`src/rtl/insdec_pkg.sv`:
```
package insdec_pkg;
  localparam int ILEN = 16;
  localparam int OPW  = 5;
  localparam int RSW  = 3;
  localparam int FNW  = 2;
  localparam int SIMM = 5;
  localparam int JIMM = ILEN - OPW;

  typedef enum logic [1:0] {
    FMT_R  = 2'd0,
    FMT_I  = 2'd1,
    FMT_SB = 2'd2,
    FMT_J  = 2'd3
  } fmt_e;
endpackage

```
`src/rtl/insdec_fmt_lut.sv`:
```
module insdec_fmt_lut
  import insdec_pkg::*;
#(
  parameter int OPBITS = 5,
  parameter logic [2*(1<<OPBITS)-1:0] FMT_MAP    = '0,
  parameter logic [(1<<OPBITS)-1:0]   LEGAL_MASK = '1
) (
  input  logic [OPBITS-1:0] op_i,
  output fmt_e              fmt_o,
  output logic              illegal_o
);
  localparam int NOPS = 1 << OPBITS;

  fmt_e tab [NOPS];

  for (genvar g = 0; g < NOPS; g++) begin : g_tab
    assign tab[g] = fmt_e'(FMT_MAP[2*g +: 2]);
  end

  always_comb begin
    illegal_o = !LEGAL_MASK[op_i];
    fmt_o     = illegal_o ? FMT_R : tab[op_i];
  end
endmodule

```
`src/rtl/insdec_fields.sv`:
```
module insdec_fields
  import insdec_pkg::*;
(
  input  logic [ILEN-1:0] instr_i,
  input  fmt_e            fmt_i,
  input  logic            illegal_i,
  output logic [RSW-1:0]  rs1_o,
  output logic [RSW-1:0]  rs2_o,
  output logic [RSW-1:0]  rd_o,
  output logic [FNW-1:0]  func_o
);
  localparam int A_HI = ILEN - OPW - 1;   // first register slot just below opcode
  localparam int B_HI = A_HI - RSW;       // second slot
  localparam int C_HI = B_HI - RSW;       // third slot (register format)
  localparam int S_HI = A_HI - 2;         // branch slots sit after the two high imm bits
  localparam int T_HI = S_HI - RSW;

  always_comb begin
    rs1_o  = '0;
    rs2_o  = '0;
    rd_o   = '0;
    func_o = '0;
    if (!illegal_i) begin
      unique case (fmt_i)
        FMT_R: begin
          rs1_o  = instr_i[A_HI -: RSW];
          rs2_o  = instr_i[B_HI -: RSW];
          rd_o   = instr_i[C_HI -: RSW];
          func_o = instr_i[FNW-1:0];
        end
        FMT_I: begin
          rs1_o = instr_i[A_HI -: RSW];
          rd_o  = instr_i[B_HI -: RSW];
        end
        FMT_SB: begin
          rs1_o = instr_i[S_HI -: RSW];
          rs2_o = instr_i[T_HI -: RSW];
        end
        default: ;
      endcase
    end
  end

  always_comb begin
    if (!illegal_i && fmt_i == FMT_J)
      AST_JUMP_NO_REGS: assert ({rs1_o, rs2_o, rd_o, func_o} == '0);
    if (!illegal_i && fmt_i == FMT_SB)
      AST_BRANCH_NO_RD: assert (rd_o == '0 && func_o == '0);
  end
endmodule

```
`src/rtl/insdec_sext.sv`:
```
module insdec_sext #(
  parameter int IN_W  = 5,
  parameter int OUT_W = 16
) (
  input  logic [IN_W-1:0]  val_i,
  output logic [OUT_W-1:0] ext_o
);
  localparam int FILL = OUT_W - IN_W;
  assign ext_o = {{FILL{val_i[IN_W-1]}}, val_i};
endmodule

```
`src/rtl/insdec_immgen.sv`:
```
module insdec_immgen
  import insdec_pkg::*;
(
  input  logic [ILEN-1:0] instr_i,
  input  fmt_e            fmt_i,
  input  logic            illegal_i,
  output logic [ILEN-1:0] imm_o
);
  localparam int NSRC = 3;
  localparam int SB_HI_W = 2;
  localparam int SB_LO_W = SIMM - SB_HI_W;
  localparam int HI_TOP  = ILEN - OPW - 1;

  logic [JIMM-1:0] raw [NSRC];
  logic [ILEN-1:0] ext [NSRC];

  // source 0: immediate form, 1: branch form, 2: jump form
  assign raw[0] = JIMM'(instr_i[SIMM-1:0]);
  assign raw[1] = JIMM'({instr_i[HI_TOP -: SB_HI_W], instr_i[SB_LO_W-1:0]});
  assign raw[2] = instr_i[JIMM-1:0];

  for (genvar s = 0; s < NSRC; s++) begin : g_ext
    localparam int W = (s == NSRC - 1) ? JIMM : SIMM;
    insdec_sext #(.IN_W(W), .OUT_W(ILEN)) u_sx (
      .val_i (raw[s][W-1:0]),
      .ext_o (ext[s])
    );
  end

  always_comb begin
    imm_o = '0;
    if (!illegal_i) begin
      unique case (fmt_i)
        FMT_I:   imm_o = ext[0];
        FMT_SB:  imm_o = ext[1];
        FMT_J:   imm_o = ext[2];
        default: imm_o = '0;
      endcase
    end
  end

  always_comb begin
    if (!illegal_i && fmt_i == FMT_R)
      AST_REG_NO_IMM: assert (imm_o == '0);
    if (!illegal_i && fmt_i == FMT_I)
      AST_IMM_FILL_I: assert (imm_o[ILEN-1:SIMM-1] == '0 || imm_o[ILEN-1:SIMM-1] == '1);
    if (!illegal_i && fmt_i == FMT_SB)
      AST_IMM_FILL_SB: assert (imm_o[ILEN-1:SIMM-1] == '0 || imm_o[ILEN-1:SIMM-1] == '1);
    if (!illegal_i && fmt_i == FMT_J)
      AST_IMM_FILL_J: assert (imm_o[ILEN-1:JIMM-1] == '0 || imm_o[ILEN-1:JIMM-1] == '1);
  end
endmodule

```
`src/rtl/insdec_top.sv`:
```
module insdec_top
  import insdec_pkg::*;
#(
  parameter logic [63:0] FMT_MAP    = 64'h00FF_AAAA_5555_5500,
  parameter logic [31:0] LEGAL_MASK = 32'h0FFF_FFFF
) (
  input  logic [15:0] instr_i,
  output logic [4:0]  opcode_o,
  output logic [1:0]  fmt_o,
  output logic        illegal_o,
  output logic [2:0]  rs1_o,
  output logic [2:0]  rs2_o,
  output logic [2:0]  rd_o,
  output logic [1:0]  func_o,
  output logic [15:0] imm_o
);
  fmt_e fmt;
  logic illegal;

  assign opcode_o = instr_i[ILEN-1 -: OPW];

  insdec_fmt_lut #(
    .OPBITS     (OPW),
    .FMT_MAP    (FMT_MAP),
    .LEGAL_MASK (LEGAL_MASK)
  ) u_lut (
    .op_i      (opcode_o),
    .fmt_o     (fmt),
    .illegal_o (illegal)
  );

  insdec_fields u_fields (
    .instr_i   (instr_i),
    .fmt_i     (fmt),
    .illegal_i (illegal),
    .rs1_o     (rs1_o),
    .rs2_o     (rs2_o),
    .rd_o      (rd_o),
    .func_o    (func_o)
  );

  insdec_immgen u_imm (
    .instr_i   (instr_i),
    .fmt_i     (fmt),
    .illegal_i (illegal),
    .imm_o     (imm_o)
  );

  assign fmt_o     = fmt;
  assign illegal_o = illegal;

  always_comb begin
    if (illegal)
      AST_ILLEGAL_QUIET: assert (imm_o == '0 && {rs1_o, rs2_o, rd_o, func_o} == '0);
  end
endmodule

```
`config.mk`:
```
export PLATFORM = sky130hd
export DESIGN_NAME = insdec_top
export DESIGN_NICKNAME = d
export VERILOG_FILES = /design/src/rtl/insdec_pkg.sv /design/src/rtl/insdec_fmt_lut.sv /design/src/rtl/insdec_fields.sv /design/src/rtl/insdec_sext.sv /design/src/rtl/insdec_immgen.sv /design/src/rtl/insdec_top.sv
export SDC_FILE = /design/constraint.sdc
export NUM_CORES = 1
export LEC_CHECK = 0
export ABC_AREA = 1
export BUFFER_PORTS_ARGS = -buffer_cell sky130_fd_sc_hd__buf_2
export CAP_MARGIN = 20
export CORE_MARGIN = 2
export CORE_UTILIZATION = 45
export DETAILED_ROUTE_END_ITERATION = 7
export PLACE_DENSITY = 0.82
export SLEW_MARGIN = 40
export SYNTH_ARGS = -nofsm -noshare
export SYNTH_HDL_FRONTEND = slang
export SYNTH_HIERARCHICAL = 1
export SYNTH_SLANG_ARGS = --single-unit
export TNS_END_PERCENT = 20
```
`constraint.sdc`:
```
create_clock -name vclk -period 1.4
set_input_delay 0.14 -clock vclk [all_inputs]
set_output_delay 0.14 -clock vclk [all_outputs]
set_load 0.01 [all_outputs]
```
==> impl_results.md <==
* Nets@finish at 222
* FF+latch area at 0 sq um
* I/O pin count at 51
* Synth Area in Compound Gates at 1.71%
* Share of layout cells above drive strength 1 at 50.0%
* Relative slew slack at 72.6%
* Via/cell ratio at 5.05
* Area of the multi-input gates at 731 sq um
* Clock Power Share at 0%
* XOR/XNOR share of the synthesized area at 0%
* Global-route wire length before repair at 4100 um
* Switching part of the total at 60.4%
* Routability cong. at 0.847
* Status: finished, final reports clean
* Largest net degree at the start of global routing at 26
* Multiplexer area fraction after synthesis at 0%
* Die Width at 59.6 um
* Die area at 3550 sq um
* Cell taking the most area after synthesis: buf_4
* Layout area overhead at -11.4%
* Drt pass-1 iters at 4
* Unrepaired setup endpoints after global routing: no
* Slowest cell on crit path: buf_4
* Vias at 1198
* CP Launch Type: input port
* Logic pwr share at 100.0%
* HPWL Detailed at 2000 um
* CP endpoint kind: output pin
* Hold path depth at 0
* Synth Instances at 211
* Hold wc startpoint: instr_i[11]
* Internal power at 0.195 mW
* Worst-path maximum fanout at 16
* Critical path class: input port to output pin
* Flop pwr share at 0%
* Worst path required time at 1.26 ns
* Placed cell area at 1220 sq um
* CP arrival at 1.15 ns
* Drc violations at 0
* Final Power at 0.492 mW
* CP Cell Sequence: buf_2 -> inv_2 -> nand2_1 -> nand2_2 -> buf_4 -> clkinv_8 -> nand3_2 -> nand3_2 -> nand2_1 -> inv_1 -> buf_2
* WL per Instance at 11.1 um
* Main combinational cell family by area after synthesis: simple AND/OR/NAND/NOR gates
* Starting Density at 46.3%
* Final setup vio count at 0
* DR iter-0 viols at 41
* Post-synthesis sequential area ratio at 0%
* Number of distinct library cells after synthesis at 17
* Fin area at 1230 sq um
* Least-Margin Pin Slew at 0.411 ns
* Final WL at 2620 um
* Cell Pwr Density at 400 nW/um^2
* Post-layout utilization of the core at 41.0%
* Adder-cell share of the synthesized area at 0%
* Synth warnings at 6
* Setup TNS at 0 ns
* Synth Area in Simple Gates at 49.8%
* GRT Overall Usage at 13.9%
* Sw power at 0.297 mW
* Hold Crit Class: input port to output pin
* Seq cells at 0
* Initial antenna violation count at 0
* Mapped Avg Cell Area at 6.59 sq um
* Max IR drop VDD at 0.000184 V
* Final Cycle Share at 92.4%
* Ranking of synthesized cells by area: buf_4, nand3_2, nand3_1
* Final Hold Viols at 0
* Rows at 20
* Post-DRT Antenna Nets at 0
* Hold endpoint: opcode_o[0]
* Max incr delay on CP at 0.16 ns
* Netlist Area Pre-Place at 1390 sq um
* Total gr overflow at 0
* Syn nets at 227
* Fmax at 773 MHz
* # fillers at 361
* Port Buf Inserts at 47
* Synth top area share at 29.1%
* Leakage at 0.767 nW
* Setup bufs post-CTS at 0
* CTS Hold Buffers Added at 0
* Clock buf count at 0
* Vias in the first global route at 979
* Number of diodes at 0
* Core area at 3000 sq um
* Max-slew violation count at 0
* Max Cap Viol at 0
* Die Ht at 59.6 um
* Tmin final at 1.29 ns
[worst max-delay path, delay by kind of cell]
kind | cells | cell delay, ns
buffers and inverters | 6 | 0.61
and+or+nand+nor | 5 | 0.41
[power by group through the flow]
stage	Clock (mW)	Combinational, mW	Sequential [mW]
floorplan	0	0.457	0
global placement	0	0.483	0
detailed placement	0	0.491	0
CTS	0	0.493	0
global route	0	0.547	0
finish	0	0.492	0
[layout by cell type (no fill, tap or decap)]
cell,netlist,layout
a21oi_4,0,1
buf_2,1,47
nand4_1,6,6
nand3_2,30,30
clkinv_8,0,1
buf_12,2,1
inv_2,2,4
nand2_1,27,26
inv_1,22,20
buf_4,54,12
inv_6,2,1
nand2_2,2,3
nor2_1,4,4
nand3_1,44,44
a21oi_2,1,1
a21oi_1,3,2
nor2_2,1,1
[through the flow]
step | cells | hold WS [ns] | worst slack (ns)
finish | 237 | 0.280 | 0.106
CTS | 237 | 0.280 | 0.0176
floorplan | 211 | 0.367 | 0.175
global placement | 237 | 0.280 | 0.0444
detailed placement | 237 | 0.280 | 0.0199
global route | 237 | 0.280 | 0.0171
[Yosys cell counts]
cell type,number
nand2_1,27
buf_6,9
nor2_2,1
nor2_1,4
buf_2,1
inv_6,2
buf_8,1
nand3_2,30
nand2_2,2
inv_1,22
a21oi_1,3
buf_4,54
buf_12,2
nand4_1,6
a21oi_2,1
inv_2,2
nand3_1,44
[layer usage]
layer | track usage, % | vias to the layer above | wire length [um]
met5 | 0 | - | 0
met4 | 1.27 | 0 | 7
met1 | 18.2 | 542 | 1120
met2 | 25.9 | 37 | 1320
li1 | - | 617 | -
met3 | 0.655 | 2 | 170
[final cells by class]
cell class                 instances  area share [%]
multi-input combinational        118            59.3
timing repair buffer              60            28.0
inverter                          26            9.34
tap                               33            3.35
[kinds of logic after synthesis]
| logic type | Yosys count |
|---|---|
| simple gates | 114 |
| buf+inv | 93 |
| compound gates | 4 |
[how the worst max path moves through the flow]
stage | slack, ns | startpoint | to | cells after the start
2_1_floorplan | 0.17 | instr_i[15] | imm_o[10] | 6
3_3_place_gp | 0.04 | instr_i[15] | imm_o[14] | 10
3_5_place_dp | 0.02 | instr_i[13] | imm_o[15] | 11
4_1_cts | 0.02 | instr_i[13] | imm_o[15] | 11
5_1_grt | 0.02 | instr_i[13] | func_o[0] | 9
6_report | 0.11 | instr_i[15] | imm_o[6] | 11
[what timing repair did]
action,4_1_cts,5_1_grt
endpoints found under the setup margin,0,21
hold endpoints to repair,0,0
resized for setup,0,5
Power figures use the tool's default switching activity.
